$ cat src/rtl/ssi_pkg.sv
package ssi_pkg;
    typedef enum logic [1:0] {
        ST_IDLE  = 2'd0,
        ST_SHIFT = 2'd1,
        ST_TAIL  = 2'd2,
        ST_HOLD  = 2'd3
    } xfer_state_e;
endpackage

$ cat src/rtl/ssi_clkgen.sv
module ssi_clkgen #(
    parameter int DIV_W = 8
) (
    input  logic             clk,
    input  logic             rst_n,
    input  logic             run,
    input  logic [DIV_W-1:0] div,
    output logic             sclk,
    output logic             rise_ev,
    output logic             fall_ev
);
    logic [DIV_W-1:0] cnt_q;
    logic             tick;

    assign tick    = run && (cnt_q == div);
    assign fall_ev = tick && sclk;
    assign rise_ev = tick && !sclk;

    always_ff @(posedge clk or negedge rst_n) begin
        if (!rst_n) begin
            cnt_q <= '0;
            sclk  <= 1'b1;
        end else if (!run) begin
            cnt_q <= '0;
            sclk  <= 1'b1;
        end else if (tick) begin
            cnt_q <= '0;
            sclk  <= !sclk;
        end else begin
            cnt_q <= cnt_q + 1'b1;
        end
    end

    // clock returns to its idle level whenever the generator is stopped
    a_r4_idle_high: assert property (@(posedge clk) disable iff (!rst_n)
        !run |=> sclk);
endmodule

$ cat src/rtl/ssi_edgesync.sv
module ssi_edgesync #(
    parameter int STAGES = 2
) (
    input  logic clk,
    input  logic rst_n,
    input  logic sclk_in,
    output logic rise_ev,
    output logic fall_ev
);
    logic [STAGES:0] chain_q;

    always_ff @(posedge clk or negedge rst_n) begin
        if (!rst_n) begin
            chain_q <= '1;
        end else begin
            chain_q <= {chain_q[STAGES-1:0], sclk_in};
        end
    end

    assign rise_ev = chain_q[STAGES-1] && !chain_q[STAGES];
    assign fall_ev = !chain_q[STAGES-1] && chain_q[STAGES];
endmodule

$ cat src/rtl/ssi_engine.sv
module ssi_engine
    import ssi_pkg::*;
#(
    parameter int DATA_W = 8,
    parameter int DIV_W  = 8
) (
    input  logic              clk,
    input  logic              rst_n,
    input  logic              start,
    input  logic [DATA_W-1:0] start_data,
    input  logic              abort,
    input  logic              edge_sel,
    input  logic [DIV_W-1:0]  div,
    input  logic              rise_ev,
    input  logic              fall_ev,
    input  logic              rx_bit,
    output logic              busy,
    output logic              bus_busy,
    output logic              tx_bit,
    output logic [DATA_W-1:0] rx_data,
    output logic              done
);
    localparam int CNT_W  = $clog2(DATA_W + 1);
    localparam int HOLD_W = DIV_W + 1;
    localparam logic [CNT_W-1:0] LAST_IDX = CNT_W'(DATA_W - 1);

    xfer_state_e       state_q, state_d;
    logic [DATA_W-1:0] tx_sh_q, rx_sh_q;
    logic [CNT_W-1:0]  bit_cnt_q;
    logic              pend_q;
    logic [HOLD_W-1:0] hold_cnt_q;
    logic [HOLD_W-1:0] hold_last;
    logic              sample_ev, launch_ev, last_sample, hold_end;
    logic [DATA_W-1:0] rx_next;

    assign sample_ev   = edge_sel ? fall_ev : rise_ev;
    assign launch_ev   = edge_sel ? rise_ev : fall_ev;
    assign last_sample = (state_q == ST_SHIFT) && sample_ev && (bit_cnt_q == LAST_IDX);
    assign hold_last   = {div, 1'b1};
    assign hold_end    = (state_q == ST_HOLD) && (hold_cnt_q == hold_last);
    assign rx_next     = {rx_sh_q[DATA_W-2:0], rx_bit};

    // next-state logic
    always_comb begin
        state_d = state_q;
        unique case (state_q)
            ST_IDLE:  if (start)       state_d = ST_SHIFT;
            ST_SHIFT: if (last_sample) state_d = edge_sel ? ST_TAIL : ST_HOLD;
            ST_TAIL:  if (rise_ev)     state_d = ST_HOLD;
            ST_HOLD:  if (hold_end)    state_d = ST_IDLE;
        endcase
        if (abort) state_d = ST_IDLE;
    end

    // state register
    always_ff @(posedge clk or negedge rst_n) begin
        if (!rst_n) state_q <= ST_IDLE;
        else        state_q <= state_d;
    end

    // outputs and datapath
    always_ff @(posedge clk or negedge rst_n) begin
        if (!rst_n) begin
            tx_sh_q    <= '0;
            rx_sh_q    <= '0;
            bit_cnt_q  <= '0;
            pend_q     <= 1'b0;
            hold_cnt_q <= '0;
            rx_data    <= '0;
            done       <= 1'b0;
        end else begin
            done <= hold_end && !abort;
            if (state_q == ST_HOLD) hold_cnt_q <= hold_cnt_q + 1'b1;
            else                    hold_cnt_q <= '0;
            if (state_q == ST_IDLE && start && !abort) begin
                tx_sh_q   <= start_data;
                bit_cnt_q <= '0;
                pend_q    <= 1'b0;
            end
            if (state_q == ST_SHIFT && !abort) begin
                if (sample_ev) begin
                    rx_sh_q   <= rx_next;
                    bit_cnt_q <= bit_cnt_q + 1'b1;
                    pend_q    <= !last_sample;
                    if (last_sample) rx_data <= rx_next;
                end else if (launch_ev && pend_q) begin
                    tx_sh_q <= {tx_sh_q[DATA_W-2:0], 1'b1};
                    pend_q  <= 1'b0;
                end
            end
        end
    end

    assign busy     = (state_q != ST_IDLE);
    assign bus_busy = (state_q == ST_SHIFT) || (state_q == ST_TAIL);
    assign tx_bit   = (state_q == ST_IDLE) ? 1'b1 : tx_sh_q[DATA_W-1];

    // completion pulse lasts one cycle
    a_r6_done_single: assert property (@(posedge clk) disable iff (!rst_n)
        done |=> !done);
    // pulse only after a hold that ran out
    a_r6_done_after_hold: assert property (@(posedge clk) disable iff (!rst_n)
        done |-> (!busy && $past(state_q == ST_HOLD)));
    // abort empties the controller and suppresses completion
    a_r9_abort_clears: assert property (@(posedge clk) disable iff (!rst_n)
        abort |=> (!busy && !bus_busy && !done));
    // last bit does not move during the hold
    a_r5_hold_stable: assert property (@(posedge clk) disable iff (!rst_n)
        (state_q == ST_HOLD && $past(state_q == ST_HOLD)) |-> $stable(tx_bit));
    // accepted write raises bus activity
    a_r12_bus_busy_on_start: assert property (@(posedge clk) disable iff (!rst_n)
        (!busy && start && !abort) |=> bus_busy);
endmodule

$ cat src/rtl/ssi_shift_unit.sv
module ssi_shift_unit #(
    parameter int DATA_W = 8,
    parameter int DIV_W  = 8,
    parameter int SYNC_STAGES = 2
) (
    input  logic              clk,
    input  logic              rst_n,
    input  logic              cfg_master,
    input  logic              cfg_out_en,
    input  logic              cfg_in_en,
    input  logic              cfg_two_wire,
    input  logic              cfg_shared_tx,
    input  logic              cfg_edge_sel,
    input  logic [DIV_W-1:0]  cfg_div,
    input  logic              wr_stb,
    input  logic [DATA_W-1:0] wr_data,
    input  logic              sclk_in,
    output logic              sclk_out,
    output logic              sclk_oe,
    input  logic              sdo_in,
    output logic              sdo_out,
    output logic              sdo_oe,
    input  logic              sdi_in,
    output logic              busy,
    output logic              bus_busy,
    output logic [DATA_W-1:0] rx_data,
    output logic              done
);
    logic abort, run;
    logic g_rise, g_fall, s_rise, s_fall, rise_ev, fall_ev;
    logic rx_bit, tx_bit;

    assign abort = !cfg_out_en && !cfg_in_en;
    assign run   = cfg_master && bus_busy && !abort;

    ssi_clkgen #(.DIV_W(DIV_W)) u_clkgen (
        .clk(clk), .rst_n(rst_n), .run(run), .div(cfg_div),
        .sclk(sclk_out), .rise_ev(g_rise), .fall_ev(g_fall)
    );

    ssi_edgesync #(.STAGES(SYNC_STAGES)) u_sync (
        .clk(clk), .rst_n(rst_n), .sclk_in(sclk_in),
        .rise_ev(s_rise), .fall_ev(s_fall)
    );

    assign rise_ev = cfg_master ? g_rise : s_rise;
    assign fall_ev = cfg_master ? g_fall : s_fall;

    always_comb begin
        if (abort)             rx_bit = 1'b1;
        else if (cfg_two_wire) rx_bit = sdo_in;
        else if (cfg_in_en)    rx_bit = sdi_in;
        else                   rx_bit = 1'b1;
    end

    ssi_engine #(.DATA_W(DATA_W), .DIV_W(DIV_W)) u_engine (
        .clk(clk), .rst_n(rst_n), .start(wr_stb), .start_data(wr_data),
        .abort(abort), .edge_sel(cfg_edge_sel), .div(cfg_div),
        .rise_ev(rise_ev), .fall_ev(fall_ev), .rx_bit(rx_bit),
        .busy(busy), .bus_busy(bus_busy), .tx_bit(tx_bit),
        .rx_data(rx_data), .done(done)
    );

    assign sdo_out = tx_bit;
    assign sdo_oe  = cfg_out_en && (!cfg_two_wire || cfg_shared_tx);
    assign sclk_oe = cfg_master;
endmodule

$ cat config.mk
export PLATFORM = sky130hd
export DESIGN_NAME = ssi_shift_unit
export DESIGN_NICKNAME = d
export VERILOG_FILES = /design/src/rtl/ssi_pkg.sv /design/src/rtl/ssi_clkgen.sv /design/src/rtl/ssi_edgesync.sv /design/src/rtl/ssi_engine.sv /design/src/rtl/ssi_shift_unit.sv
export SDC_FILE = /design/constraint.sdc
export NUM_CORES = 1
export LEC_CHECK = 0
export ABC_CLOCK_PERIOD_IN_PS = 2230
export BUFFER_PORTS_ARGS = -buffer_cell sky130_fd_sc_hd__buf_4
export CELL_PAD_IN_SITES_DETAIL_PLACEMENT = 0
export CELL_PAD_IN_SITES_GLOBAL_PLACEMENT = 1
export CORE_ASPECT_RATIO = 0.5
export CORE_MARGIN = 2
export CORE_UTILIZATION = 40
export CTS_CLUSTER_DIAMETER = 60
export DETAILED_ROUTE_END_ITERATION = 10
export PLACE_DENSITY_LB_ADDON = 0.1
export SLEW_MARGIN = 10
export SYNTH_ARGS = -nofsm -noshare
export SYNTH_HDL_FRONTEND = slang
export SYNTH_HIERARCHICAL = 1
export SYNTH_SLANG_ARGS = --single-unit
$ cat constraint.sdc
create_clock -name clk -period 2.23 [get_ports clk]
set_input_delay 0.3345 -clock clk [delete_from_list [all_inputs] [get_ports clk]]
set_output_delay 0.3345 -clock clk [all_outputs]
set_load 0.01 [all_outputs]
# [Word-level counts from Yosys, hierarchy flattened]
# Index checks and enable logic that the tools add are counted.
[word_totals] output_inout_bits=15 register_bits=52 in_bits=28 word_cells=88
[classes] eq_ne=11 muxes=31 n_reduce_logical=32 add_sub_neg=3
[op_table] op="$mux 8" count=6
[op_table] op="$logic_and 1x1->1" count=17
[op_table] op="$mux 1" count=15
[op_table] op="$mux 4" count=3
[op_table] op="$mux 2" count=5
[op_table] op="$add 9x1->9 const B" count=1
[op_table] op="$eq 9x9->1" count=1
[op_table] op="$mux 9" count=1
[op_table] op="$ne 3x1->1 const B" count=3
[op_table] op="$add 8x1->8 const B" count=1
[op_table] op="$eq 8x8->1" count=1
[op_table] op="$logic_not 1->1" count=8
[op_table] op="$pmux 2 s4" count=1
[op_table] op="$add 4x1->4 const B" count=1
[op_table] op="$eq 2x2->1 const B" count=2
[op_table] op="$eq 4x3->1 const B" count=1
[op_table] op="$reduce_and 4->1" count=1
[op_table] op="$ne 3x2->1 const B" count=1
[op_table] op="$reduce_and 3->1" count=1
[op_table] op="$eq 2x1->1 const B" count=1
[op_table] op="$logic_not 2->1" count=1
[op_table] op="$logic_or 1x1->1" count=2
[op_table] op="$ne 2x2->1 const B" count=1
[op_table] op="$reduce_and 2->1" count=1
[op_table] op="$reduce_bool 2->1" count=1

# [Depth between registers and ports, before layout]
# Gate-level depths: netlist (run 1).
[logic_depth] word_depth=13 mapped_depth=13 depth_no_buf=11

# [Hierarchy]
# The synthesis (run 1) kept the hierarchy.
[by_module_without_submodules] module="ssi_engine" seq_area_each_um2=1001.0 instances=1 area_each_um2=1991.9 cells_each=193
[by_module_without_submodules] module="ssi_clkgen" seq_area_each_um2=226.5 instances=1 area_each_um2=533.0 cells_each=50
[by_module_without_submodules] module="ssi_edgesync" seq_area_each_um2=78.8 instances=1 area_each_um2=93.8 cells_each=5
[by_module_without_submodules] module="ssi_shift_unit" seq_area_each_um2=0.0 instances=1 area_each_um2=80.1 cells_each=11

# [Least setup slack after synthesis (run 1)]
# Ideal clock, no wire load.
[synth_timing] kind="reg-to-reg" start="register u_engine.state_q[0]" end="register u_engine.rx_data[0]" t_required_ns=2.105 synth_period_minus_slack_ns=2.406 t_arrival_ns=2.282 setup_time_ns=0.125 path_buffers=1 path_stages_with_launch=11 setup_slack_ns=-0.176 cell_sequence="dfrtp_1 > inv_1 > ha_1 > and3_1 > and4_1 > mux2_1 > mux2i_1 > nand2b_1 > buf_2 > nor2_8 > mux2_2"
[synth_between] elab_chain_len=11 elab_cells_between_ends=15 cone_classes="2 x eq/ne; 3 x mux; 10 x reduce/logical"
[synth_rtl] element="start, declared" line_no="ssi_engine.sv:27" rtl="xfer_state_e state_q, state_d;"
[synth_rtl] element="start signal, assigned" line_no="ssi_engine.sv:58" rtl="else state_q <= state_d;"
[synth_rtl] element="$eq 2x1->1 or $eq 2x2->1 (tied branches)" line_no="ssi_engine.sv:95" rtl="assign bus_busy = (state_q == ST_SHIFT) || (state_q == ST_TAIL);"
[synth_rtl] element="$logic_or 1x1->1 (*)" line_no="ssi_engine.sv:95"
[synth_rtl] element="via bus_busy" line_no="ssi_shift_unit.sv:25" rtl="output logic bus_busy,"
[synth_rtl] element="$logic_and 1x1->1 (*) (2 in series)" line_no="ssi_shift_unit.sv:34" rtl="assign run = cfg_master && bus_busy && !abort;"
[synth_rtl] element="via run" line_no="ssi_shift_unit.sv:29" rtl="logic abort, run;"
[synth_rtl] element="$logic_and 1x1->1 (*)" line_no="ssi_clkgen.sv:15" rtl="assign tick = run && (cnt_q == div);"
[synth_rtl] element="$logic_and 1x1->1 (*)" line_no="ssi_clkgen.sv:16" rtl="assign fall_ev = tick && sclk;"
[synth_rtl] element="via g_fall" line_no="ssi_shift_unit.sv:30" rtl="logic g_rise, g_fall, s_rise, s_fall, rise_ev, fall_ev;"
[synth_rtl] element="$mux 1 (*)" line_no="ssi_shift_unit.sv:47" rtl="assign fall_ev = cfg_master ? g_fall : s_fall;"
[synth_rtl] element="via fall_ev" line_no="ssi_shift_unit.sv:30"
[synth_rtl] element="$mux 1 (*)" line_no="ssi_engine.sv:36" rtl="assign sample_ev = edge_sel ? fall_ev : rise_ev;"
[synth_rtl] element="$logic_and 1x1->1 (2 in series)" line_no="ssi_engine.sv:38" rtl="assign last_sample = (state_q == ST_SHIFT) && sample_ev && (bit_cnt_q == LAST_IDX);"
[synth_rtl] element="$reduce_and 3->1 (no line) (*)"
[synth_rtl] element="end signal, assigned" line_no="ssi_engine.sv:85" rtl="if (last_sample) rx_data <= rx_next;"
[synth_rtl] element="end, declared" line_no="ssi_engine.sv:20" rtl="output logic [DATA_W-1:0] rx_data,"
# The timed path passes the listed nets; every way through them passes the cells marked *.
# A chain may end at the register's enable or synchronous reset.

# [Worst setup path in the final report (run 1)]
[layout_timing] start="register u_clkgen.cnt_q[0]" end="register u_engine.rx_data[4]"
[layout_between] elab_chain_len=8 elab_cells_between_ends=10 cone_classes="1 x eq/ne; 3 x mux; 6 x reduce/logical"
[layout_rtl] element="start, declared" line_no="ssi_clkgen.sv:12" rtl="logic [DIV_W-1:0] cnt_q;"
[layout_rtl] element="start signal, assigned" line_no="ssi_clkgen.sv:30" rtl="cnt_q <= cnt_q + 1'b1;"
[layout_rtl] element="$eq 8x8->1 (*)" line_no="ssi_clkgen.sv:15"
[layout_rtl] element="$logic_and 1x1->1 (*)" line_no="ssi_clkgen.sv:15"
[layout_rtl] element="$logic_and 1x1->1 (*)" line_no="ssi_clkgen.sv:16"
[layout_rtl] element="via g_fall" line_no="ssi_shift_unit.sv:30"
[layout_rtl] element="$mux 1 (*)" line_no="ssi_shift_unit.sv:47"
[layout_rtl] element="via fall_ev" line_no="ssi_shift_unit.sv:30"
[layout_rtl] element="$mux 1 (*)" line_no="ssi_engine.sv:36"
[layout_rtl] element="$logic_and 1x1->1 (2 in series)" line_no="ssi_engine.sv:38"
[layout_rtl] element="$reduce_and 3->1 (no line) (*)"
# Marked as above.

==> impl_metrics.env, run 1 <==
export IMPL_grt_pass1_wl_microns=9270
export IMPL_dpl_cell_area_sq_um=3320
export IMPL_hold_violations=0
export IMPL_core_rowCount=21
export IMPL_io_pins=43
export IMPL_drive_gt1_frac=0.372
export IMPL_antennaDiodeCount=0
export IMPL_drv_cap=0
export IMPL_drc_errors=0
export IMPL_cts_buffers=5
export IMPL_max_slew_margin_rel=0.551
export IMPL_vdd_drop_max_v=0.000381
export IMPL_worst_setup_path_end_kind="flop"
export IMPL_path_cells="xor2_1, nor4_2, buf_4, and4_1, mux2_4, mux2i_4, nand2b_4, nor2_8, mux2_4"
export IMPL_ant_nets=0
export IMPL_avgSynthCellArea_sq_um=10.4
export IMPL_post_drt_wl_per_cell_microns=13.1
export IMPL_place_congestion=0.741
export IMPL_synth_commonest_cells="dfrtp_1 (48), nand2_1 (39), xor2_1 (21), inv_1 (13), o21ai_0 (12)"
export IMPL_cts_root_buf="clkbuf_16"
export IMPL_path_clk_slew_ns=0.07
export IMPL_hold_class="in -> async"
export IMPL_status="complete, but fails checks"
export IMPL_grt_start_max_net_pins=53
export IMPL_worst_slack_ns=-0.0729
export IMPL_required_ns=2.41
export IMPL_worstPathArrival_ns=2.48
export IMPL_report_final_slew_viol_count=0
export IMPL_portBuffers=42
export IMPL_die_area_sq_um=7460
export IMPL_slowest_stage="dfrtp_1"
export IMPL_nets=365
export IMPL_grt_pass1_vias=1943
export IMPL_power_leakage_nw=1.86
export IMPL_synth_async_reset_ratio=1.00
export IMPL_netlist_area_sq_um=2700
export IMPL_synth_top_area_share=0.445
export IMPL_clkSinkCount=52
export IMPL_cp_num_buf_inv=1
export IMPL_yosysSeqAreaShare=0.484
export IMPL_routed_wl_microns=5560
export IMPL_cts_tree="yes"
export IMPL_h_tree_depth=2
export IMPL_crit_top_cell="mux2_4"
export IMPL_worstSetupStartpointType="flop"
export IMPL_worst_pin_slew_ns=0.674
export IMPL_yosysMostFrequentCell="dfrtp_1"
export IMPL_insertion_delay_ns=0.29
export IMPL_core_area_sq_um=6600
export IMPL_fin_crit_ns=2.30
export IMPL_setup_viol=17
export IMPL_crit_path_max_incr_delay_ns=0.40
export IMPL_crit_family="simple AND/OR/NAND/NOR gates"
export IMPL_antenna_found_initial=0
export IMPL_start_util=0.409
export IMPL_rsz0062_at_grt="true"
export IMPL_die_y_microns=62.1
export IMPL_yosysTopAreaCell="dfrtp_1"
export IMPL_first_pass_iters=4
export IMPL_first_iter_violations=84
export IMPL_yosys_warnings=6
export IMPL_cts_buffer_depth=2
export IMPL_power_density_nw_per_um2=841
export IMPL_via_count=1975
export IMPL_overflow=0
export IMPL_syn_num_nets=294
export IMPL_tns_ns=-0.750
export IMPL_grtUsageTotal=0.162
export IMPL_criticalPathCategory="reg -> reg"
export IMPL_crit_fanout=8
export IMPL_ys_flop_type="dfrtp_1"
export IMPL_failed_checks="setup timing"
export IMPL_synth_edf_count=0
export IMPL_dp_hpwl_microns=3870
export IMPL_fillers=582
export IMPL_synth_seq_cells=52
export IMPL_syn_inst=259
export IMPL_dieWidth_microns=120
export IMPL_period_share=1.03
export IMPL_synthDistinctLibCells=44
export IMPL_vias_per_cell=4.67
export IMPL_stdcell_area_sq_um=3600
export IMPL_synthTopCellsByArea="dfrtp_1 (45%), xor2_1 (6.8%), nand2_1 (5.4%), mux2i_1 (4.1%), dfstp_2 (3.9%)"
export IMPL_max_freq_mhz=434
export IMPL_whs_ns=0.0648
export IMPL_fin_skew_ns=0.00514
export IMPL_area_growth_pct=33.5
-- cell families after synthesis --
kind of cell,share of synthesized area
AOI/OAI and AO/OA,0.0579
xor gates and xnor gates,0.0844
adders and majority gates,0.0325
buffers and inverters,0.0371
DFF,0.484
muxes,0.0825
and+or+nand+nor,0.222
-- final cells by class --
cell class,count,area [sq um],share of cell area
clock buffer,6,139,0.0385
clock inverter,2,38.8,0.0108
inverter,13,48.8,0.0135
multi-input combinational,185,1400,0.387
sequential,52,1310,0.362
tap,92,115,0.0319
timing repair buffer,73,561,0.156
-- layer usage --
| layer | wire length [microns] | global-route usage | vias to the layer above |
|---|---|---|---|
| met5 | 0 | 0 | - |
| met4 | 34 | 0.0454 | 0 |
| met3 | 243 | 0.0474 | 4 |
| met2 | 2480 | 0.250 | 30 |
| met1 | 2800 | 0.227 | 936 |
| li1 | - | - | 1005 |
-- where the power goes --
group / internal [mW] / switching (mW)
Combinational: 0.457 / 0.444
Sequential: 1.11 / 0.108
Clock: 0.563 / 0.352
Total: 2.13 / 0.904
-- per-stage QoR --
stage | power [mW] | std cells | utilization | setup slack [ns]
3_5_place_dp | 2.09 | 413 | 0.504 | -0.277
2_1_floorplan | 1.75 | 259 | - | -0.0194
6_report | 3.03 | 423 | 0.546 | -0.0729
3_3_place_gp | 2.08 | 413 | 0.504 | -0.257
4_1_cts | 3.06 | 423 | 0.542 | -0.0966
5_1_grt | 3.24 | 423 | 0.546 | -0.238
-- path summary, 6_finish.rpt --
kind | endpoint | slack [ns] | start | cells past startpoint
min reg2reg | u_sync/chain_q[1]$_DFF_PN1_ | 0.36 | u_sync/chain_q[0]$_DFF_PN1_ | 0
max reg2reg | u_engine/rx_data[4]$_DFFE_PN0P_ | -0.07 | u_clkgen/cnt_q[0]$_DFF_PN0_ | 9
max | u_engine/rx_data[4]$_DFFE_PN0P_ | -0.07 | u_clkgen/cnt_q[0]$_DFF_PN0_ | 9
min in group clk | u_sync/chain_q[0]$_DFF_PN1_ | 0.15 | sclk_in | 1
max in group asynchronous | u_engine/rx_data[7]$_DFFE_PN0P_ | 1.70 | rst_n | 1
min | u_engine/hold_cnt_q[8]$_DFF_PN0_ | 0.06 | rst_n | 1
-- registers in the layout (all words and copies together) (netlist names), 2 cells and up --
signal               count
u_engine/rx_data         8
u_engine/hold_cnt_q      9
u_clkgen/cnt_q           8
u_sync/chain_q           3
u_engine/tx_sh_q         8
u_engine/rx_sh_q         7
u_engine/state_q         2
u_engine/bit_cnt_q       4
-- placed cells by master, fill, tap and decap left out, types with 2 or more instances in the layout --
cell and instances:
buf_4 72, dfrtp_1 48, nand2_1 39, xor2_1 20, inv_1 11, mux2_4 10, nand3_1 10, mux2i_1 10
nor2_2 9, and2_1 8, nor2_1 6, ha_1 6, o21ai_0 6, nor2b_1 6, clkbuf_16 5, xnor2_1 5
o21ai_1 5, and3_1 4, nand2b_1 4, dfstp_2 4, a21oi_1 3, a31oi_1 2, a21boi_0 2, nor4_2 2
nand3_2 2, nand4_1 2, inv_2 2, nor3_1 2, o22ai_1 2
-- what timing repair did --
action                     CTS  global route
buffers inserted             2             0
hold endpoints to repair     0             0
pin swaps                    5             6
setup endpoints to repair   22            30
cloned                       0             0
hold buffers                 0             0
resized for setup           19             7
Power figures use the tool's default switching activity.
==> inputs of run 2 (changes only) <==
--- a/config.mk
+++ b/config.mk
@@ -5,7 +5,7 @@
 export SDC_FILE = /design/constraint.sdc
 export NUM_CORES = 1
 export LEC_CHECK = 0
-export ABC_CLOCK_PERIOD_IN_PS = 2230
+export ABC_CLOCK_PERIOD_IN_PS = 2350
 export BUFFER_PORTS_ARGS = -buffer_cell sky130_fd_sc_hd__buf_4
 export CELL_PAD_IN_SITES_DETAIL_PLACEMENT = 0
 export CELL_PAD_IN_SITES_GLOBAL_PLACEMENT = 1
==> constraint.sdc (replaced) <==
create_clock -name clk -period 2.35 [get_ports clk]
set_input_delay 0.3525 -clock clk [delete_from_list [all_inputs] [get_ports clk]]
set_output_delay 0.3525 -clock clk [all_outputs]
set_load 0.01 [all_outputs]
==> impl_metrics.env, run 2 (same netlist as run 1, synthesis figures left out) <==
export IMPL_grt_start_max_net_pins=53
export IMPL_final_cell_mix="buf_4 (73), dfrtp_1 (48), nand2_1 (39)"
export IMPL_intPower_mw=1.97
export IMPL_worstSetupStartpointType="flop"
export IMPL_drive_gt1_frac=0.372
export IMPL_worst_setup_path_end_kind="flop"
export IMPL_overflow=0
export IMPL_status="complete, but fails checks"
export IMPL_worstPathArrival_ns=2.53
export IMPL_path_clk_slew_ns=0.07
export IMPL_antennaDiodeCount=0
export IMPL_power_density_nw_per_um2=781
export IMPL_rr_endpoint="u_engine/rx_data[6]$_DFFE_PN0P_"
export IMPL_final_common_cell="buf_4"
export IMPL_first_pass_iters=4
export IMPL_stdcell_count=425
export IMPL_drc_errors=0
export IMPL_seqPwrFrac=0.410
export IMPL_reg2reg_slack_ns=-0.003
export IMPL_fillers=605
export IMPL_portBuffers=42
export IMPL_first_iter_violations=72
export IMPL_stdcell_area_sq_um=3600
export IMPL_p_comb_frac=0.295
export IMPL_max_freq_mhz=425
export IMPL_finalPower_mw=2.81
export IMPL_dpl_cell_area_sq_um=3300
export IMPL_required_ns=2.53
export IMPL_fin_crit_ns=2.35
export IMPL_cts_root_buf="clkbuf_16"
export IMPL_grt_pass1_wl_microns=9130
export IMPL_top_register="u_engine/hold_cnt_q"
export IMPL_fin_skew_ns=0.00638
export IMPL_core_area_sq_um=6600
export IMPL_worst_r2r_cell_count=9
export IMPL_r2r_start="u_clkgen/cnt_q[5]$_DFF_PN0_"
export IMPL_tns_ns=-0.00317
export IMPL_cts_buffer_depth=2
export IMPL_rsz0062_at_grt="true"
export IMPL_final_util=0.545
export IMPL_max_slew_margin_rel=0.548
export IMPL_drv_cap=0
export IMPL_period_share=1.00
export IMPL_core_rowCount=21
export IMPL_vdd_drop_max_v=0.000311
export IMPL_antenna_found_initial=0
export IMPL_dieWidth_microns=120
export IMPL_clkSinkCount=52
export IMPL_dp_hpwl_microns=3870
export IMPL_hold_class="in -> async"
export IMPL_dp_cells=410
export IMPL_grtUsageTotal=0.161
export IMPL_criticalPathCategory="reg -> reg"
export IMPL_pre_cts_ws_ns=-0.201
export IMPL_crit_path_start="u_clkgen/cnt_q[5]$_DFF_PN0_"
export IMPL_setup_viol=2
export IMPL_p_clk_frac=0.295
export IMPL_largest_reg_flops=9
export IMPL_whs_ns=0.0789
export IMPL_h_tree_depth=2
export IMPL_post_drt_wl_per_cell_microns=13.2
export IMPL_worst_pin_slew_ns=0.678
export IMPL_failed_checks="setup timing"
export IMPL_area_growth_pct=33.3
export IMPL_netSwitchingFraction=0.298
export IMPL_io_pins=43
export IMPL_hold_violations=0
export IMPL_cts_tree="yes"
export IMPL_ant_nets=0
export IMPL_place_congestion=0.781
export IMPL_die_area_sq_um=7460
export IMPL_grt_pass1_vias=1907
export IMPL_nets=367
export IMPL_crit_fanout=8
export IMPL_cts_buffers=5
export IMPL_die_y_microns=62.1
export IMPL_vias_per_cell=4.60
export IMPL_power_leakage_nw=1.87
export IMPL_insertion_delay_ns=0.30
export IMPL_report_final_slew_viol_count=0
export IMPL_via_count=1955
export IMPL_start_util=0.409
export IMPL_net_switching_power_mw=0.837
export IMPL_routed_wl_microns=5610
export IMPL_worst_slack_ns=-0.00269
run 2: cell count changes in the layout (fill, tap and decap cells not counted), moves of 2 or more:
cell,delta
mux2_2,+3
mux2_4,-3
inv_1,+2
o21ai_0,-2
o21ai_1,+2
inv_2,-2
run 2: power by group through the flow:
stage / registers [mW] / logic (mW) / clock network [mW]
2_1_floorplan: 1.15 / 0.505 / 0
3_3_place_gp: 1.16 / 0.791 / 0
3_5_place_dp: 1.17 / 0.803 / 0
4_1_cts: 1.15 / 0.818 / 0.854
5_1_grt: 1.17 / 0.937 / 0.886
6_report: 1.15 / 0.829 / 0.829
run 2: layer usage:
metal	track usage	vias up	share of wire
met2	0.252	28	0.45
met3	0.0484	5	0.045
met4	0.0504	0	0.011
li1	-	996	-
met1	0.218	926	0.49
met5	0	-	0
run 2: worst max-delay path, cell delays in order (launching register included):
cell      delay (ns)
dfrtp_1         0.42
xor2_2          0.20
nor4_2          0.27
buf_4           0.17
and4_4          0.22
mux2_4          0.17
mux2i_4         0.07
nand2b_4        0.17
nor2_8          0.20
mux2_2          0.36
run 2: repair_timing:
action,4_1_cts,5_1_grt
buffers inserted,2,5
endpoints found under the setup margin,12,29
hold endpoints to repair,0,0
resized for setup,5,24
pin swaps,4,7
hold buffers,0,0
run 2: cell type report:
cell class | instances | area [sq um] | share of cell area
clock buffers | 6 | 129 | 0.0358
clock inverters | 2 | 35.0 | 0.00974
inverters | 13 | 48.8 | 0.0136
multi-input cells | 185 | 1380 | 0.385
flip-flops and latches | 52 | 1310 | 0.363
well taps | 92 | 115 | 0.0320
repair buffers | 75 | 579 | 0.161
run 2: how the worst max path moves through the flow:
| stage | end | slack (ns) |
|---|---|---|
| floorplan | u_engine/rx_data[0]$_DFFE_PN0P_ | 0.04 |
| global placement | u_engine/rx_data[4]$_DFFE_PN0P_ | -0.16 |
| detailed placement | u_engine/rx_data[5]$_DFFE_PN0P_ | -0.20 |
| CTS | u_engine/state_q[1]$_DFFE_PN0P_ | 0.006 |
| global route | u_engine/state_q[1]$_DFFE_PN0P_ | -0.09 |
| finish | u_engine/rx_data[6]$_DFFE_PN0P_ | -0.003 |
